===== src/rtl/wdt_pkg.sv =====
package wdt_pkg;
  localparam logic [7:0] IDX_CTRL = 8'h37;
  localparam logic [7:0] IDX_SSEL = 8'h38;
  localparam logic [7:0] IDX_TMO0 = 8'h39;
  localparam logic [7:0] IDX_KICK = 8'h3C;
  localparam int EN_BIT     = 6;
  localparam int KICK_BIT   = 6;
  localparam int FIRED_BIT  = 7;
  localparam logic [3:0] SEL_NMI = 4'hC;
  localparam logic [3:0] SEL_RST = 4'hD;
endpackage


===== src/rtl/wdt_rst_sync.sv =====
module wdt_rst_sync (
  input  logic clk,
  input  logic arst_n,
  output logic srst_n
);
  logic [1:0] sync_q;

  always_ff @(posedge clk or negedge arst_n) begin
    if (!arst_n) sync_q <= 2'b00;
    else         sync_q <= {sync_q[0], 1'b1};
  end

  assign srst_n = sync_q[1];
endmodule


===== src/rtl/wdt_regfile.sv =====
module wdt_regfile
  import wdt_pkg::*;
#(
  parameter int TMO_BYTES = 3,
  localparam int CNT_W = TMO_BYTES * 8
) (
  input  logic             clk,
  input  logic             core_rst_n,
  input  logic             por_rst_n,
  input  logic             host_wr,
  input  logic             host_addr,
  input  logic [7:0]       host_wdata,
  output logic [7:0]       host_rdata,
  input  logic             expire_i,
  output logic             en_o,
  output logic [3:0]       sel_o,
  output logic [CNT_W-1:0] tmo_o,
  output logic             load_o,
  output logic             kick_o,
  output logic             fired_o
);
  logic [7:0] idx_q, idx_d;
  logic [7:0] ctrl_q, ctrl_d;
  logic [3:0] ssel_q, ssel_d;
  logic [TMO_BYTES-1:0][7:0] tmo_q;
  logic fired_q, fired_d;
  logic wr_idx, wr_dat;

  assign wr_idx = host_wr && !host_addr;
  assign wr_dat = host_wr && host_addr;

  always_comb begin
    idx_d   = wr_idx ? host_wdata : idx_q;
    ctrl_d  = (wr_dat && idx_q == IDX_CTRL) ? host_wdata : ctrl_q;
    ssel_d  = (wr_dat && idx_q == IDX_SSEL) ? host_wdata[7:4] : ssel_q;
    fired_d = fired_q;
    if (wr_dat && idx_q == IDX_KICK && !host_wdata[FIRED_BIT]) fired_d = 1'b0;
    if (expire_i) fired_d = 1'b1;
  end

  always_ff @(posedge clk or negedge core_rst_n) begin
    if (!core_rst_n) begin
      idx_q  <= 8'h00;
      ctrl_q <= 8'h00;
      ssel_q <= 4'h0;
    end else begin
      idx_q  <= idx_d;
      ctrl_q <= ctrl_d;
      ssel_q <= ssel_d;
    end
  end

  generate
    for (genvar g = 0; g < TMO_BYTES; g++) begin : g_tmo
      logic hit;
      assign hit = wr_dat && (idx_q == IDX_TMO0 + 8'(g));
      always_ff @(posedge clk or negedge core_rst_n) begin
        if (!core_rst_n) tmo_q[g] <= 8'h00;
        else if (hit)    tmo_q[g] <= host_wdata;
      end
    end
  endgenerate

  always_ff @(posedge clk or negedge por_rst_n) begin
    if (!por_rst_n) fired_q <= 1'b0;
    else            fired_q <= fired_d;
  end

  assign en_o    = ctrl_q[EN_BIT];
  assign sel_o   = ssel_q;
  assign tmo_o   = tmo_q;
  assign fired_o = fired_q;
  assign load_o  = wr_dat && idx_q == IDX_CTRL && host_wdata[EN_BIT] && !ctrl_q[EN_BIT];
  assign kick_o  = wr_dat && idx_q == IDX_KICK && host_wdata[KICK_BIT];

  always_comb begin
    host_rdata = 8'h00;
    if (!host_addr) host_rdata = idx_q;
    else begin
      if (idx_q == IDX_CTRL) host_rdata = ctrl_q;
      if (idx_q == IDX_SSEL) host_rdata = {ssel_q, 4'h0};
      if (idx_q == IDX_KICK) host_rdata = {fired_q, 7'h00};
      for (int b = 0; b < TMO_BYTES; b++)
        if (idx_q == IDX_TMO0 + 8'(b)) host_rdata = tmo_q[b];
    end
  end

  AST_FIRED_SET: assert property (@(posedge clk) disable iff (!core_rst_n)
    expire_i |=> fired_q) else $error("fired flag not set");
  AST_KICK_READS_ZERO: assert property (@(posedge clk) disable iff (!core_rst_n)
    (host_addr && idx_q == IDX_KICK) |-> !host_rdata[KICK_BIT]) else $error("kick bit read 1");
endmodule


===== src/rtl/wdt_counter.sv =====
module wdt_counter #(
  parameter int CNT_W = 24
) (
  input  logic             clk,
  input  logic             rst_n,
  input  logic             tick_en,
  input  logic             en_i,
  input  logic             load_i,
  input  logic             kick_i,
  input  logic [CNT_W-1:0] tmo_i,
  output logic             expire_o
);
  logic [CNT_W-1:0] cnt_q, cnt_d;
  logic cnt_ce;

  always_comb begin
    expire_o = en_i && tick_en && !kick_i && (cnt_q == '0);
    cnt_ce   = load_i || (en_i && (kick_i || tick_en));
    if (load_i || (en_i && kick_i) || expire_o) cnt_d = tmo_i;
    else                                         cnt_d = cnt_q - 1'b1;
  end

  always_ff @(posedge clk or negedge rst_n) begin
    if (!rst_n)      cnt_q <= '0;
    else if (cnt_ce) cnt_q <= cnt_d;
  end

  AST_LOAD_VALUE: assert property (@(posedge clk) disable iff (!rst_n)
    load_i |=> (cnt_q == $past(tmo_i))) else $error("load value wrong");
  AST_FROZEN_WHEN_OFF: assert property (@(posedge clk) disable iff (!rst_n)
    (!en_i && !load_i) |=> $stable(cnt_q)) else $error("count moved while disabled");
  AST_NO_EXPIRE_OFF: assert property (@(posedge clk) disable iff (!rst_n)
    !en_i |-> !expire_o) else $error("expiry while disabled");
endmodule


===== src/rtl/wdt_route.sv =====
module wdt_route
  import wdt_pkg::*;
(
  input  logic       clk,
  input  logic       rst_n,
  input  logic       expire_i,
  input  logic [3:0] sel_i,
  output logic       rst_o,
  output logic       nmi_o
);
  logic rst_q, rst_d, nmi_q, nmi_d;

  always_comb begin
    rst_d = expire_i && (sel_i == SEL_RST);
    nmi_d = expire_i && (sel_i == SEL_NMI);
  end

  always_ff @(posedge clk or negedge rst_n) begin
    if (!rst_n) begin
      rst_q <= 1'b0;
      nmi_q <= 1'b0;
    end else begin
      rst_q <= rst_d;
      nmi_q <= nmi_d;
    end
  end

  assign rst_o = rst_q;
  assign nmi_o = nmi_q;

  AST_ONE_ROUTE: assert property (@(posedge clk) disable iff (!rst_n)
    !(rst_q && nmi_q)) else $error("both outputs pulsed");
  AST_RST_CODE: assert property (@(posedge clk) disable iff (!rst_n)
    rst_q |-> ($past(sel_i) == SEL_RST)) else $error("reset pulse without reset code");
endmodule


===== src/rtl/wdt_indexed.sv =====
module wdt_indexed
  import wdt_pkg::*;
#(
  parameter int TMO_BYTES = 3,
  localparam int CNT_W = TMO_BYTES * 8
) (
  input  logic       clk,
  input  logic       por_n,
  input  logic       rst_n,
  input  logic       tick_en,
  input  logic       host_wr,
  input  logic       host_addr,
  input  logic [7:0] host_wdata,
  output logic [7:0] host_rdata,
  output logic       wdt_rst_o,
  output logic       wdt_nmi_o
);
  logic core_rst_n, por_rst_n;
  logic en, load, kick, expire, fired;
  logic [3:0] sel;
  logic [CNT_W-1:0] tmo;

  wdt_rst_sync u_sync_core (.clk(clk), .arst_n(rst_n && por_n), .srst_n(core_rst_n));
  wdt_rst_sync u_sync_por  (.clk(clk), .arst_n(por_n),          .srst_n(por_rst_n));

  wdt_regfile #(.TMO_BYTES(TMO_BYTES)) u_regs (
    .clk(clk), .core_rst_n(core_rst_n), .por_rst_n(por_rst_n),
    .host_wr(host_wr), .host_addr(host_addr), .host_wdata(host_wdata),
    .host_rdata(host_rdata), .expire_i(expire), .en_o(en), .sel_o(sel),
    .tmo_o(tmo), .load_o(load), .kick_o(kick), .fired_o(fired)
  );

  wdt_counter #(.CNT_W(CNT_W)) u_cnt (
    .clk(clk), .rst_n(core_rst_n), .tick_en(tick_en), .en_i(en),
    .load_i(load), .kick_i(kick), .tmo_i(tmo), .expire_o(expire)
  );

  wdt_route u_route (
    .clk(clk), .rst_n(core_rst_n), .expire_i(expire), .sel_i(sel),
    .rst_o(wdt_rst_o), .nmi_o(wdt_nmi_o)
  );

  AST_PULSE_HAS_FLAG: assert property (@(posedge clk) disable iff (!core_rst_n)
    (wdt_rst_o || wdt_nmi_o) |-> fired) else $error("pulse without fired flag");
endmodule


===== config.mk =====
export PLATFORM = sky130hd
export DESIGN_NAME = wdt_indexed
export DESIGN_NICKNAME = d
export VERILOG_FILES = /design/src/rtl/wdt_pkg.sv /design/src/rtl/wdt_rst_sync.sv /design/src/rtl/wdt_regfile.sv /design/src/rtl/wdt_counter.sv /design/src/rtl/wdt_route.sv /design/src/rtl/wdt_indexed.sv
export SDC_FILE = /design/constraint.sdc
export NUM_CORES = 1
export LEC_CHECK = 0
export ABC_AREA = 1
export BUFFER_PORTS_ARGS = -buffer_cell sky130_fd_sc_hd__buf_2
export CORE_ASPECT_RATIO = 1.2
export CORE_UTILIZATION = 56
export DETAILED_ROUTE_END_ITERATION = 16
export PLACE_DENSITY = 0.88
export SYNTH_ARGS = -nofsm -noshare
export SYNTH_HDL_FRONTEND = slang
export SYNTH_SLANG_ARGS = --single-unit

===== constraint.sdc =====
create_clock -name clk -period 2.04 [get_ports clk]
set_input_delay 0.102 -clock clk [delete_from_list [all_inputs] [get_ports clk]]
set_output_delay 0.102 -clock clk [all_outputs]
set_load 0.02 [all_outputs]

==> results of run 1 <==
-- path summary, 6_finish.rpt --
| path | start | to | slack [ps] | cells past startpoint |
|---|---|---|---|---|
| hold / removal | u_sync_por.sync_q[1] | u_regs.fired_o | 30 | 0 |
| max in group asynchronous | u_sync_core.sync_q[1] | u_regs.idx_q[2] | 1400 | 1 |
| setup reg to reg | u_regs.idx_q[6] | u_cnt.cnt_q[16] | 10 | 10 |
| min in group clk | host_wdata[6] | u_regs.ctrl_q[6] | 110 | 3 |
| setup / recovery | u_regs.idx_q[5] | host_rdata[4] | -250 | 8 |
| hold reg to reg | u_sync_por.sync_q[1] | u_regs.fired_o | 30 | 0 |
-- power by group through the flow --
stage,combinational (mW),sequential (mW),clock (mW)
after floorplan,0.782,1.88,0
after global placement,0.985,1.91,0
after detailed placement,1.01,1.92,0
after CTS,1.10,1.89,1.13
after global routing,1.30,1.94,1.18
final,1.18,1.91,1.12
-- sequential cells by signal, summed over array words and instances, names as in the netlist --
signal	flops
u_cnt.cnt_q	24
u_regs.tmo_o	24
u_regs.ctrl_q	8
u_regs.idx_q	8
u_regs.sel_o	4
u_sync_core.sync_q	2
u_sync_por.sync_q	2
u_regs.fired_o	1
u_route.nmi_o	1
u_route.rst_o	1
-- routing by layer --
metal / up-vias / GRT usage, % / share of wire, %
met4: 0 / 23.08 / 6.7
met5: - / 0 / 0
met2: 311 / 55.67 / 49
met3: 85 / 4.730 / 6.9
li1: 2101 / - / -
met1: 2179 / 36.43 / 37
-- worst max-delay path, cell delays in order, from the launching register on --
cell,delay [ps]
dfrtp_1,430
nand2_2,110
nor2_4,230
buf_6,150
nand3_4,160
o21ai_0,380
o21ai_1,160
nand2_1,80
buf_4,140
-- kinds of logic (layout without fill, tap and decap cells) --
| group | after synthesis | in the layout | share of synthesized area, % |
|---|---|---|---|
| AOI/OAI and AO/OA | 70 | 70 | 8.167 |
| xor gates and xnor gates | 5 | 5 | 0.9858 |
| adders and majority gates | 2 | 2 | 0.5631 |
| buffers and inverters | 105 | 158 | 10.64 |
| DFF | 75 | 75 | 42.24 |
| other | 1 | 2 | 0.08440 |
| and+or+nand+nor | 376 | 377 | 37.31 |
-- Yosys cell counts (3+ instances only) --
library cell  number  area share, %
buf_2              7           0.79
nand2_1          223             19
nor2_2             7           0.99
nor2_1            47            4.0
inv_1             83            7.0
a21oi_1            5           0.56
o22ai_1            5           0.70
nand2_2            4           0.56
buf_6              8            2.0
o21ai_0           44            5.0
clkbuf_1           3           0.25
dfrtp_1           75             42
xor2_1             3           0.59
nand3_2            3           0.68
nor2_4             3           0.76
nand3b_1          12            2.0
nand4_1            8            1.1
o21ai_1           14            1.6
nand3_1           63            7.1
-- final cells by class --
type | count | area [um^2] | area share [%]
clock inverter | 7 | 65.06 | 1.239
clock buffer | 9 | 123.9 | 2.358
tap | 92 | 115.1 | 2.192
multi-input combinational | 456 | 2288 | 43.57
inverter | 85 | 324.1 | 6.170
sequential | 75 | 1881 | 35.80
timing repair buffer | 57 | 455.4 | 8.671
-- metrics by stage --
step           setup slack [ps]  power, mW  instances
6_report                 -245.9      4.209        781
4_1_cts                   3.487      4.120        775
2_1_floorplan             318.9      2.661        635
3_5_place_dp             -52.16      2.936        738
3_3_place_gp              46.05      2.894        738
5_1_grt                  -183.6      4.424        781
-- repair_timing --
item                                   4_1_cts  5_1_grt
cloned                                       0        1
gates resized for setup                     39       29
hold buffers                                 9        0
buffers inserted                            12        5
setup endpoints to repair                    9       32
endpoints found under the hold margin       11        0
pin swaps                                    9       10
==> impl_metrics.toml, run 1 <==
[global_routing]
grt_max_degree = 71
grt_overflow_total = 0
grt_pass1_wl_mm = 20.80
antenna_found_initial = 0
grt_pass1_vias = 4385
track_usage_pct = 32.15

[floorplan]
core_area_um2 = 7664
dieArea_um2 = 8296
die-width_um = 83.31
rows = 35
pin_count = 24
start_util_pct = 57.98
die_h_um = 99.58

[logic_synthesis]
ys_seq_elements = 75
synth_flop_cell = "dfrtp_1"
yosysUniqueCellTypes = 31
synth_area_per_cell_um2 = 7.008
ys_warn_count = 0
syn_area_um2 = 4443
synth-edff-count = 0
synth_seq_area_share_pct = 42.24
synthArstFlopShare_pct = 100.0
synth_cells = 634

[cts]
cts.reportedPaths.clkPinSlew_ps = 90
htreeDepth = 3
clk_latency_ps = 360
cts_buffers = 9
tritoncts = "built"
clock-root-buffer = "clkbuf_8"
clock_sinks = 75
clk_path_buf_depth = 2

[critical_path]
crit_path_start_kind = "flop"
worstSetupEndpointType = "output pin"
worst-path-max-fanout = 7
arrival_ps = 2180
critPathRequiredTime_ps = 1940
crit_type = "flop to output pin"

[routing]
remaining_drc_errors = 0
ant_nets = 0
firstDrtPassIters = 6
wirelength_mm = 13.77
vias = 4676
viasPerCell = 5.987
drt_iter0_drc = 502
wl_per_cell_um = 17.63

[timing]
hold_viol_final = 0
fin_skew_ps = 9.324
timing.final.setup_violations = 8
drv_slew = 0
tns_ps = -912.5
setup_slack_ps = -245.9
rsz0062_at_grt = "true"
period_needed_ps = 2286
period_share_pct = 112.1
tightest_slew_ps = 584.8
relSlewSlack_pct = 60.97
fmax_ghz = 0.4375
hold_slack_ps = 26.31

[placed_design]
dp_hpwl_mm = 8.141
port_buffers = 23
placed_area_um2 = 4599
gp_congestion = 0.9542

[pwr]
p_int_mw = 2.584
p_sw_mw = 1.625
seq_power_share_pct = 45.4
p_per_area_nw_per_um2 = 801.3
pwr-share-comb_pct = 28.0
ir_worst_vdd_v = 0.0005215
swShare_pct = 38.61
pwr-share-clk_pct = 26.7
p_leak_nw = 2.622

[flow_run]
cap_violations = 0

[finish]
design_area_um2 = 5253
layout-drive-gt1-share_pct = 16.98
fillCellCount = 548
post-route-util_pct = 68.54
mostFrequentLayoutCell = "nand2_1"
nets = 700
final_cell_mix = "nand2_1 (216), inv_1 (80), dfrtp_1 (72), nand3_1 (63), nor2_1 (43)"
diodes = 0
syn_to_final_growth_pct = 18.22

[status]
violations = "negative setup slack"
status = "finished with violations"

[hold_path]
hold_path.class = "flop to asynchronous set/reset pin"
Power figures use the tool's default switching activity.
==> run 2, diff against run 1 <==
--- a/config.mk
+++ b/config.mk
@@ -5,12 +5,12 @@
 export SDC_FILE = /design/constraint.sdc
 export NUM_CORES = 1
 export LEC_CHECK = 0
-export ABC_AREA = 1
 export BUFFER_PORTS_ARGS = -buffer_cell sky130_fd_sc_hd__buf_2
 export CORE_ASPECT_RATIO = 1.2
-export CORE_UTILIZATION = 56
+export CORE_MARGIN = 1.5
+export CORE_UTILIZATION = 55
 export DETAILED_ROUTE_END_ITERATION = 16
-export PLACE_DENSITY = 0.88
+export PLACE_DENSITY = 0.87
 export SYNTH_ARGS = -nofsm -noshare
 export SYNTH_HDL_FRONTEND = slang
 export SYNTH_SLANG_ARGS = --single-unit
==> impl_metrics.toml, run 2 <==
[pwr]
p_total_mw = 3.631
ir_worst_vdd_v = 0.0005609
p_per_area_nw_per_um2 = 612.0
p_leak_nw = 2.574

[timing]
hold_viol_final = 0
timing.final.setup_violations = 63
setup_slack_ps = -646.9
tightest_slew_ps = 710.5
fin_skew_ps = 13.07
fmax_ghz = 0.3722
period_share_pct = 131.7
rsz0062_at_grt = "true"
relSlewSlack_pct = 52.03
period_needed_ps = 2687
drv_slew = 0

[finish]
multiInputGateArea_um2 = 2547
layout-drive-gt1-share_pct = 52.83
mostFrequentLayoutCell = "buf_4"
post-route-util_pct = 85.53
nets = 541
final_cell_mix = "buf_4 (85), dfrtp_1 (73), nand2_1 (31), buf_6 (30), mux2_2 (28)"
stdcell_count = 617
design_area_um2 = 5933
fillCellCount = 263
seqCellArea_um2 = 1879
syn_to_final_growth_pct = 48.79
diodes = 0

[logic_synthesis]
synth_seq_area_share_pct = 47.07
synth_area_per_cell_um2 = 10.12
synth_flop_cell = "dfrtp_1"
synth-edff-count = 0
synth_top_area_share_pct = 47.07
ys_warn_count = 0
synth_cells = 394
synth_top_area_cell = "dfrtp_1"
syn_area_um2 = 3988
yosysUniqueCellTypes = 58
yosysMostFrequentCell = "dfrtp_1"
synthArstFlopShare_pct = 100.0
synthTopCellsByArea = "dfrtp_1 (47%), mux2_2 (13%), nand2_1 (3.3%), a21oi_1 (2.8%), nand3_1 (2.5%)"
ys_seq_elements = 75
synth_common_cells = "dfrtp_1 (75), mux2_2 (45), nand2_1 (35)"

[routing]
wl_per_cell_um = 30.60
viasPerCell = 7.577
wirelength_mm = 18.88
vias = 4675
ant_nets = 0
firstDrtPassIters = 7
remaining_drc_errors = 0
drt_iter0_drc = 811

[global_routing]
grt_util_met1_pct = 46.43
gr-usage-met3_pct = 7.867
grt.busiest_layer = "met2"
grt_pass1_vias = 4423
antenna_found_initial = 0
grt_pass1_wl_mm = 23.40
grt_overflow_total = 0
track_usage_pct = 41.37
grtUsageMet2_pct = 71.50
grt_max_degree = 35

[cts]
cts_buffers = 9
clk_latency_ps = 370
clk_path_buf_depth = 2
htreeDepth = 3
clock-root-buffer = "clkbuf_8"
clock_sinks = 75
tritoncts = "built"
cts.reportedPaths.clkPinSlew_ps = 90

[status]
violations = "negative setup slack"
status = "finished with violations"

[critical_path]
critPathRequiredTime_ps = 2230
r2r-start = "u_cnt.cnt_q[16]"
arrival_ps = 2870
r2r_setup_slack_ps = -650
worst-path-max-fanout = 4
crit_path_start_kind = "flop"
reg2regPathDepth = 7
worstSetupEndpointType = "flop"
crit-reg2reg-capture = "u_cnt.cnt_q[14]"
crit_type = "flop to flop"

[floorplan]
die-width_um = 80.73
die_h_um = 96.28
rows = 33
start_util_pct = 57.49
core_area_um2 = 6937
pin_count = 24
dieArea_um2 = 7772

[hold_path]
hold_path.class = "flop to asynchronous set/reset pin"

[placed_design]
placed_area_um2 = 4903
gp_congestion = 0.9833
dp_hpwl_mm = 8.575
placed_cells_incl_taps = 575
pre_cts_ws_ps = -360.9
port_buffers = 23

[flow_run]
cap_violations = 0
[run 2: cell types whose count changed in the layout (fill, tap and decap cells not counted), sizes merged, moves of 15 or more]
cell	before	now
buf	48	135
nand3	66	20
nor2	57	24
a21oi	5	22
o21ai	58	21
inv	90	9
mux2	0	45
nand2	230	35
or3	0	15
[run 2: worst max-delay path, cell delays in order (launching register included)]
cell and delay [ps]:
dfrtp_1 440, or4_4 530, or3_4 380, nor4b_4 330
buf_4 210, nand3b_4 170, mux2i_1 290, o21ai_2 150
[run 2: final cells by class]
cell class,instances,share of cell area (%)
Clock buffer,10,2.320
Timing Repair Buffer,137,19.57
Clock inverter,6,1.097
Sequential cell,75,31.67
Inverter,9,0.5694
Tap cell,87,1.835
Multi-Input combinational cell,293,42.94
[run 2: through the flow]
stage	hold WS, ps	TNS [ps]
after CTS	12.73	-8971
after global routing	29.50	-22390
after floorplan	-193.6	-3649
after detailed placement	-104.9	-5959
final	18.69	-22210
after global placement	-107.7	-4499
[run 2: kinds of logic after synthesis]
family,Yosys count,synth area share [%]
other cells,1,0.09404
simple gates,159,22.09
compound gates,78,12.80
mux,49,13.71
buf+inv,27,2.949
xor+xnor,3,0.6590
flops,75,47.07
fa+ha+maj,2,0.6274
[run 2: worst max path at each step]
stage	from	endpoint	slack (ps)	cells after the start
global route	u_cnt.cnt_q[19]	u_cnt.cnt_q[2]	-600	7
detailed placement	u_cnt.cnt_q[19]	u_cnt.cnt_q[14]	-360	7
finish	u_cnt.cnt_q[16]	u_cnt.cnt_q[14]	-650	7
CTS	u_regs.idx_q[7]	host_rdata[2]	-350	10
floorplan	u_cnt.cnt_q[11]	u_cnt.cnt_q[18]	-290	7
global placement	u_cnt.cnt_q[19]	u_cnt.cnt_q[3]	-240	7
[run 2: where the power goes]
group	switching (mW)	leakage, nW	internal, mW
clock network	0.636	0.0905	0.596
logic	0.393	1.55	0.312
registers	0.123	0.931	1.57
[run 2: timing repair]
item / in CTS / in global routing
setup endpoints to repair: 48 / 57
pin swaps: 24 / 23
gates cloned: 1 / 0
gates resized for setup: 75 / 73
hold buffers: 2 / 0
hold endpoints to repair: 4 / 0
setup buffers: 13 / 14
[run 2: layer usage]
| layer | part of all wire, % | wire [um] | vias to the layer above |
|---|---|---|---|
| met5 | 0 | 0 | - |
| li1 | - | - | 1729 |
| met4 | 11 | 2017 | 0 |
| met2 | 46 | 8667 | 554 |
| met3 | 13 | 2392 | 250 |
| met1 | 31 | 5803 | 2142 |
==> run 3, diff against run 2 <==
--- a/config.mk
+++ b/config.mk
@@ -5,12 +5,14 @@
 export SDC_FILE = /design/constraint.sdc
 export NUM_CORES = 1
 export LEC_CHECK = 0
+export ABC_CLOCK_PERIOD_IN_PS = 2040
 export BUFFER_PORTS_ARGS = -buffer_cell sky130_fd_sc_hd__buf_2
 export CORE_ASPECT_RATIO = 1.2
 export CORE_MARGIN = 1.5
 export CORE_UTILIZATION = 55
 export DETAILED_ROUTE_END_ITERATION = 16
 export PLACE_DENSITY = 0.87
+export SKIP_LAST_GASP = 1
 export SYNTH_ARGS = -nofsm -noshare
 export SYNTH_HDL_FRONTEND = slang
 export SYNTH_SLANG_ARGS = --single-unit
==> impl_metrics.toml, run 3 (same netlist as run 2, synthesis figures left out) <==
[status]
status = "finished with violations"
violations = "negative setup slack"

[finish]
syn_to_final_growth_pct = 45.31
multiInputGateArea_um2 = 2469
diodes = 0
nets = 537
layout-drive-gt1-share_pct = 50.38
design_area_um2 = 5794
seqCellArea_um2 = 1879
mostFrequentLayoutCell = "buf_4"
post-route-util_pct = 83.53
fillCellCount = 285
final_cell_mix = "buf_4 (88), dfrtp_1 (73), nand2_1 (32), mux2_2 (27), buf_6 (24)"

[global_routing]
grt_max_degree = 35
track_usage_pct = 38.90
antenna_found_initial = 1
grt_pass1_wl_mm = 22.20
grt_overflow_total = 0
grt_pass1_vias = 4280

[timing]
relSlewSlack_pct = 56.85
setup_slack_ps = -713.8
fmax_ghz = 0.3631
hold_slack_ps = 41.09
rsz0062_at_grt = "true"
fin_skew_ps = 10.33
drv_slew = 0
hold_viol_final = 0
tns_ps = -17610
timing.final.setup_violations = 63
tightest_slew_ps = 639.1
period_share_pct = 135.0
period_needed_ps = 2754

[routing]
viasPerCell = 7.251
vias = 4445
wirelength_mm = 16.66
wl_per_cell_um = 27.18
drt_iter0_drc = 641
ant_nets = 0
firstDrtPassIters = 6
remaining_drc_errors = 0

[critical_path]
worstSetupEndpointType = "flop"
crit_path_start_kind = "flop"
crit_type = "flop to flop"
worst-path-max-fanout = 7
critPathRequiredTime_ps = 2330
arrival_ps = 3050

[cts]
clk_path_buf_depth = 2
clock-root-buffer = "clkbuf_8"
htreeDepth = 3
cts.reportedPaths.clkPinSlew_ps = 90
clk_latency_ps = 360
cts_buffers = 9
clock_sinks = 75
tritoncts = "built"

[flow_run]
cap_violations = 0

[floorplan]
die-width_um = 80.73
pin_count = 24
dieArea_um2 = 7772
core_area_um2 = 6937
start_util_pct = 57.49
rows = 33
die_h_um = 96.28

[placed_design]
gp_congestion = 0.9833
dp_hpwl_mm = 8.575
port_buffers = 23
placed_area_um2 = 4903

[pwr]
ir_worst_vdd_v = 0.0005662
p_leak_nw = 2.529
p_per_area_nw_per_um2 = 615.5

[hold_path]
hold_path.class = "flop to asynchronous set/reset pin"
==> run 3: what timing repair did <==
action | 4_1_cts | 5_1_grt
setup buffers | 13 | 9
resized for setup | 72 | 54
pin swaps | 23 | 22
endpoints found under the setup margin | 48 | 51
hold buffers | 2 | 0
cloned | 1 | 0
endpoints found under the hold margin | 4 | 0
==> run 3: worst paths after layout <==
check | start | to | slack, ps | depth (start not counted)
max | u_cnt.cnt_q[19] | u_cnt.cnt_q[10] | -710 | 8
min | u_sync_por.sync_q[1] | u_regs.fired_o | 40 | 0
max reg2reg | u_cnt.cnt_q[19] | u_cnt.cnt_q[10] | -710 | 8
min reg2reg | u_sync_por.sync_q[1] | u_regs.fired_o | 40 | 0
max in group asynchronous | u_sync_core.sync_q[1] | u_regs.idx_q[3] | 1140 | 1
min in group clk | host_wdata[2] | u_regs.tmo_o[10] | 50 | 2
==> run 3: power breakdown <==
group	leakage [nW]	total, mW	internal (mW)	switching [mW]
combinational	1.51	0.659	0.303	0.355
clock	0.0905	1.22	0.596	0.626
sequential	0.931	1.69	1.57	0.114
total	2.53	3.57	2.47	1.10
==> run 3: stage by stage <==
step           instances  power [mW]  setup WS (ps)
3_5_place_dp         575       2.152         -360.9
4_1_cts              607       3.394         -349.7
2_1_floorplan        395       1.914         -290.6
6_report             613       3.567         -713.8
3_3_place_gp         575       2.128         -238.7
5_1_grt              613       3.637         -756.3
==> run 3: per-layer routing <==
metal | track usage (%) | up-vias | share of wire, % | wire [um]
li1 | - | 1722 | - | -
met1 | 44.16 | 2103 | 34 | 5581
met2 | 67.30 | 457 | 48 | 8013
met3 | 7.488 | 163 | 10 | 1732
met4 | 23.85 | 0 | 8.0 | 1331
met5 | 0 | - | 0 | 0
==> run 3: final cells by class <==
type                            instances  area share (%)
Clock inverter                          6           1.123
Multi-Input combinational cell        293           42.60
Timing Repair Buffer                  133           19.00
Tap cell                               87           1.879
Sequential cell                        75           32.43
Inverter                                9          0.5830
Clock buffer                           10           2.375
==> run 3: critical path, stage by stage (launching register included) <==
cell and delay [ps]:
dfrtp_1 400, or4_4 560, or3_4 360, nor4b_4 300
buf_4 200, nor2b_4 50, buf_6 130, o21ai_0 470
or3_1 210
